[src/rtl/gpio_irq_pkg.sv]
package gpio_irq_pkg;
  localparam int ADDR_W = 3;

  typedef enum logic [ADDR_W-1:0] {
    REG_ENABLE = 3'd0,
    REG_CLEAR  = 3'd1,
    REG_MODE   = 3'd2,
    REG_POL    = 3'd3,
    REG_DUAL   = 3'd4,
    REG_STATUS = 3'd5
  } reg_addr_e;

  // Trigger decision for one pin from its current and previous sampled value.
  function automatic logic trig_hit(input logic cur, input logic prv,
                                    input logic edge_mode, input logic pol,
                                    input logic dual);
    logic rise, fall;
    rise = cur & ~prv;
    fall = ~cur & prv;
    if (!edge_mode) return pol ? ~cur : cur;
    if (dual)       return rise | fall;
    return pol ? fall : rise;
  endfunction
endpackage

[src/rtl/gpio_sync.sv]
module gpio_sync #(
  parameter int WIDTH  = 32,
  parameter int STAGES = 2
) (
  input  logic             clk,
  input  logic             rst_n,
  input  logic [WIDTH-1:0] d_i,
  output logic [WIDTH-1:0] q_o
);
  logic [WIDTH-1:0] stage_q [STAGES];

  always_ff @(posedge clk) begin
    if (!rst_n) begin
      for (int s = 0; s < STAGES; s++) stage_q[s] <= '0;
    end else begin
      stage_q[0] <= d_i;
      for (int s = 1; s < STAGES; s++) stage_q[s] <= stage_q[s-1];
    end
  end

  assign q_o = stage_q[STAGES-1];
endmodule

[src/rtl/gpio_pin_detect.sv]
module gpio_pin_detect
  import gpio_irq_pkg::*;
(
  input  logic clk,
  input  logic rst_n,
  input  logic sync_i,
  input  logic clr_i,
  input  logic mode_i,
  input  logic pol_i,
  input  logic dual_i,
  output logic evt_o,
  output logic rise_o,
  output logic stat_o
);
  logic prev_q;
  logic stat_q;
  logic evt;

  assign evt = trig_hit(sync_i, prev_q, mode_i, pol_i, dual_i);

  always_ff @(posedge clk) begin
    if (!rst_n) begin
      prev_q <= 1'b0;
      stat_q <= 1'b0;
    end else begin
      // The previous-value register tracks every cycle; a clear therefore
      // leaves the detector armed against the value now present.
      prev_q <= sync_i;
      stat_q <= (stat_q & ~clr_i) | evt;
    end
  end

  assign evt_o  = evt;
  assign rise_o = evt & ~stat_q;
  assign stat_o = stat_q;


  status_sticky_chk: assert property (@(posedge clk) disable iff (!rst_n)
    (stat_q && !clr_i) |=> stat_q);

  clear_drops_chk: assert property (@(posedge clk) disable iff (!rst_n)
    (clr_i && !evt) |=> !stat_q);

  event_wins_chk: assert property (@(posedge clk) disable iff (!rst_n)
    evt |=> stat_q);
endmodule

[src/rtl/gpio_irq_unit.sv]
module gpio_irq_unit
  import gpio_irq_pkg::*;
#(
  parameter int NPINS = 32
) (
  input  logic             clk,
  input  logic             rst_n,
  input  logic [NPINS-1:0] pin_i,
  input  logic             wr_en_i,
  input  logic [2:0]       wr_addr_i,
  input  logic [NPINS-1:0] wr_data_i,
  input  logic [2:0]       rd_addr_i,
  output logic [NPINS-1:0] rd_data_o,
  output logic             irq_o,
  output logic             wake_o
);
  logic [NPINS-1:0] en_q, mode_q, pol_q, dual_q;
  logic [NPINS-1:0] sync_w, clr_w, evt_w, rise_w, stat_w;
  logic             irq_q;

  gpio_sync #(.WIDTH(NPINS), .STAGES(2)) u_sync (
    .clk(clk), .rst_n(rst_n), .d_i(pin_i), .q_o(sync_w)
  );

  assign clr_w = (wr_en_i && wr_addr_i == REG_CLEAR) ? wr_data_i : '0;

  always_ff @(posedge clk) begin
    if (!rst_n) begin
      en_q   <= '0;
      mode_q <= '0;
      pol_q  <= '0;
      dual_q <= '0;
    end else if (wr_en_i) begin
      case (wr_addr_i)
        REG_ENABLE: en_q   <= wr_data_i;
        REG_MODE:   mode_q <= wr_data_i;
        REG_POL:    pol_q  <= wr_data_i;
        REG_DUAL:   dual_q <= wr_data_i;
        default: ;
      endcase
    end
  end

  for (genvar p = 0; p < NPINS; p++) begin : g_pin
    gpio_pin_detect u_det (
      .clk(clk), .rst_n(rst_n), .sync_i(sync_w[p]), .clr_i(clr_w[p]),
      .mode_i(mode_q[p]), .pol_i(pol_q[p]), .dual_i(dual_q[p]),
      .evt_o(evt_w[p]), .rise_o(rise_w[p]), .stat_o(stat_w[p])
    );
  end

  always_ff @(posedge clk) begin
    if (!rst_n) irq_q <= 1'b0;
    else        irq_q <= |(rise_w & en_q);
  end

  assign irq_o  = irq_q;
  assign wake_o = |(stat_w & en_q & mode_q);

  always_comb begin
    case (rd_addr_i)
      REG_ENABLE: rd_data_o = en_q;
      REG_MODE:   rd_data_o = mode_q;
      REG_POL:    rd_data_o = pol_q;
      REG_DUAL:   rd_data_o = dual_q;
      REG_STATUS: rd_data_o = stat_w;
      default:    rd_data_o = '0;
    endcase
  end


  irq_cause_chk: assert property (@(posedge clk) disable iff (!rst_n)
    irq_o |-> |(stat_w & $past(en_q) & ~$past(stat_w)));

  irq_single_chk: assert property (@(posedge clk) disable iff (!rst_n)
    irq_o |=> !irq_o || |(stat_w & $past(en_q) & ~$past(stat_w)));

  wake_level_chk: assert property (@(posedge clk) disable iff (!rst_n)
    (mode_q == '0) |-> !wake_o);
endmodule

[config.mk]
export PLATFORM = sky130hd
export DESIGN_NAME = gpio_irq_unit
export DESIGN_NICKNAME = d
export VERILOG_FILES = /design/src/rtl/gpio_irq_pkg.sv /design/src/rtl/gpio_sync.sv /design/src/rtl/gpio_pin_detect.sv /design/src/rtl/gpio_irq_unit.sv
export SDC_FILE = /design/constraint.sdc
export NUM_CORES = 1
export LEC_CHECK = 0
export BUFFER_PORTS_ARGS = -buffer_cell sky130_fd_sc_hd__buf_4
export CORE_ASPECT_RATIO = 0.5
export CORE_MARGIN = 2
export CORE_UTILIZATION = 54
export CTS_CLUSTER_DIAMETER = 50
export DETAILED_ROUTE_END_ITERATION = 12
export PLACE_DENSITY = 0.73
export REMOVE_ABC_BUFFERS = 1
export SETUP_SLACK_MARGIN = 0.3
export SYNTH_ARGS = -nofsm -noshare
export SYNTH_HDL_FRONTEND = slang
export SYNTH_SLANG_ARGS = --single-unit
[constraint.sdc]
create_clock -name clk -period 5.8 [get_ports clk]
set_clock_uncertainty 0.2 [all_clocks]
set_input_delay 0.58 -clock clk [delete_from_list [all_inputs] [get_ports clk]]
set_output_delay 0.58 -clock clk [all_outputs]
set_load 0.1 [all_outputs]
==> results.sh <==
export IMPL_status="completed"
export IMPL_fin_cells=1902
export IMPL_num_io_pins=107
export IMPL_place_hpwl_mm=22.6
export IMPL_slowest_delay_ns=1.08
export IMPL_crit_path_start_kind="input pin"
export IMPL_synthCells=1517
export IMPL_antenna_found_initial=0
export IMPL_vias_per_cell=5.85
export IMPL_critPathKind="input pin to output pin"
export IMPL_final_cell_area_um2=14100
export IMPL_drt_iter0_markers=1002
export IMPL_start_util_pct=55.7
export IMPL_drv_slew=0
export IMPL_finalCriticalPeriod_ns=3.85
export IMPL_cts_setup_buffers=0
export IMPL_synth_top_area_cell="dfxtp_1"
export IMPL_yosys_warnings=0
export IMPL_syn_avg_cell_area_um2=8.04
export IMPL_worst_ep_required_time_ns=5.02
export IMPL_crit_family="buffers and inverters"
export IMPL_nNetsFinal=1722
export IMPL_power_density_nw_per_um2=287
export IMPL_mostFrequentLayoutCell="nand2_1"
export IMPL_place_area_um2=13200
export IMPL_fp_dieArea_um2=23900
export IMPL_critPathMaxFanout=37
export IMPL_core_region_area_um2=21900
export IMPL_cts_hold_buf=0
export IMPL_final_hold_viol_count=0
export IMPL_grt_overflow=0
export IMPL_total_power_mw=4.05
export IMPL_grt_max_degree=85
export IMPL_clock_latency_ns=0.53
export IMPL_cts_buffers=24
export IMPL_path_buf_inv=3
export IMPL_crit_path_cell_trace="buf_4 -> nor3_2 -> buf_4 -> a221o_1 -> buf_4"
export IMPL_end_kind="output pin"
export IMPL_die_x_um=217
export IMPL_postRouteAntennaNets=0
export IMPL_first_global_vias=10400
export IMPL_leakage_nw=5.34
export IMPL_routed_wirelength_mm=35.6
export IMPL_crit_top_cell="buf_4"
export IMPL_hp_class="input pin to register"
export IMPL_finalSetupViolCount=0
export IMPL_netlist_area_um2=12200
export IMPL_maxCapViolations=0
export IMPL_rsz0062_at_grt="false"
export IMPL_maxSlewHeadroom_pct=12.2
export IMPL_vias=11100
export IMPL_route_detailed_drc=0
export IMPL_syn2layout_area_growth_pct=15.6
export IMPL_synth_cell_types=51
export IMPL_crit_slowest_cell="nor3_2"
export IMPL_layout_drive_gt1_share_pct=11.9
export IMPL_synth_seq_cells=257
export IMPL_synth_main_ff_cell="dfxtp_1"
export IMPL_fin_crit_sh_pct=66.3
export IMPL_grt_pass1_wl_mm=55.0
export IMPL_mostFrequentLayoutCells="nand2_1, dfxtp_1, a21oi_1"
export IMPL_antennaDiodeCount=0
export IMPL_synth_area_top_cells="dfxtp_1, nand2_1, a21oi_1"
export IMPL_cts_tree="built"
export IMPL_rows=38
export IMPL_cts_clk_slew_worst_paths_ns=0.07
export IMPL_ff_latch_area_um2=5140
export IMPL_drtPass1Iterations=5
export IMPL_seq_area_frac_synth_pct=42.2
export IMPL_tightest_slew_ns=1.31
export IMPL_io_buffers=106
export IMPL_h_tree_depth=1
export IMPL_multi_input_comb_area_um2=6560
export IMPL_worst_ir_drop_vdd_uv=183
export IMPL_critical_path_arrival_ns=3.07
export IMPL_gp_congestion=0.896
export IMPL_clock_root_buffer="clkbuf_16"
export IMPL_setup_tns_ns=0
export IMPL_post_route_util_pct=64.4
export IMPL_fillers=1885
export IMPL_numPlacedInstances=1859
export IMPL_grt_usage_pct=29.4
export IMPL_clock_path_buffers=3
export IMPL_fmax_mhz=260
export IMPL_synth_top_area_share_pct=42.2
export IMPL_die_h_um=110
export IMPL_avgRoutedWirePerCell_um=18.7
export IMPL_cts_resized=0
export IMPL_cts_sinks=257
export IMPL_async_flop_share_pct=0
export IMPL_synth_edff_count=0
Yosys cell counts (3+ instances only):
cell type and n:
nand2_1 360, dfxtp_1 257, a21oi_1 171, nor2_1 101, clkbuf_1 71, and2_1 65
inv_1 65, ha_1 64, nand3_1 40, o21ai_0 38, mux2i_1 35, a221o_1 29
nor2b_1 23, xnor2_1 22, a211oi_1 20, a221oi_1 16, nor3_1 15, nand4_1 14
nor4b_1 11, o211ai_1 11, mux2_2 10, xor2_1 10, a2111oi_0 9, nand2b_1 7
a31oi_1 6, and3b_1 6, nor4_1 4, a22oi_1 3, buf_1 3, o22ai_1 3
final timing paths:
kind,startpoint,to,cells after the start,slack [ns]
min reg2reg,u_sync.stage_q[0][6],u_sync.stage_q[0][38],1,0.23
min,pin_i[8],u_sync.stage_q[0][8],2,0.05
max,rd_addr_i[0],rd_data_o[11],5,1.95
max reg2reg,g_pin[21].u_det.prev_q,irq_o,9,3.20
worst reg2reg max path, delay by kind of cell, from the launching register on:
family          cells  cell delay [ns]
simple gates        3             0.66
compound gates      3             0.90
flops               1             0.35
buf+inv             2             0.22
fa+ha+maj           1             0.17
state kept, by name, summed over array words and instances (netlist names):
register            count
dual_q                 32
en_q                   32
g_pin.u_det.prev_q     32
g_pin.u_det.stat_o     32
irq_o                   1
mode_q                 32
pol_q                  32
u_sync.stage_q         64
logic make-up after synthesis:
family	share of synthesized area (%)
xor gates and xnor gates	2.30
and+or+nand+nor	24.2
buffers and inverters	4.32
AOI/OAI and AO/OA	16.4
muxes	4.04
adders and majority gates	6.56
DFF	42.2
stage by stage:
step | hold WS, ns | setup WS (ns)
after floorplan | 0.212 | 1.71
after global placement | 0.214 | 2.13
after detailed placement | 0.220 | 2.03
after CTS | 0.0354 | 2.02
after global routing | 0.0423 | 1.94
final | 0.0508 | 1.95
layout make-up:
class | instances | share of cell area, %
Clock inverter | 10 | 1.31
Sequential cell | 257 | 36.5
Tap cell | 300 | 2.66
Clock buffer | 33 | 5.07
Inverter | 65 | 1.75
Timing Repair Buffer | 117 | 6.23
Multi-Input combinational cell | 1120 | 46.5
power by group:
group / internal, mW / switching [mW]
Sequential: 1.83 / 0.0635
Combinational: 0.136 / 0.234
Clock: 1.09 / 0.701
per-layer routing:
layer	routed length, um	global-route usage (%)
met1	15500	38.9
met2	16500	49.8
met3	2670	4.72
met4	840	9.20
met5	0	0
Note: power is estimated with default switching activity, not from simulation.
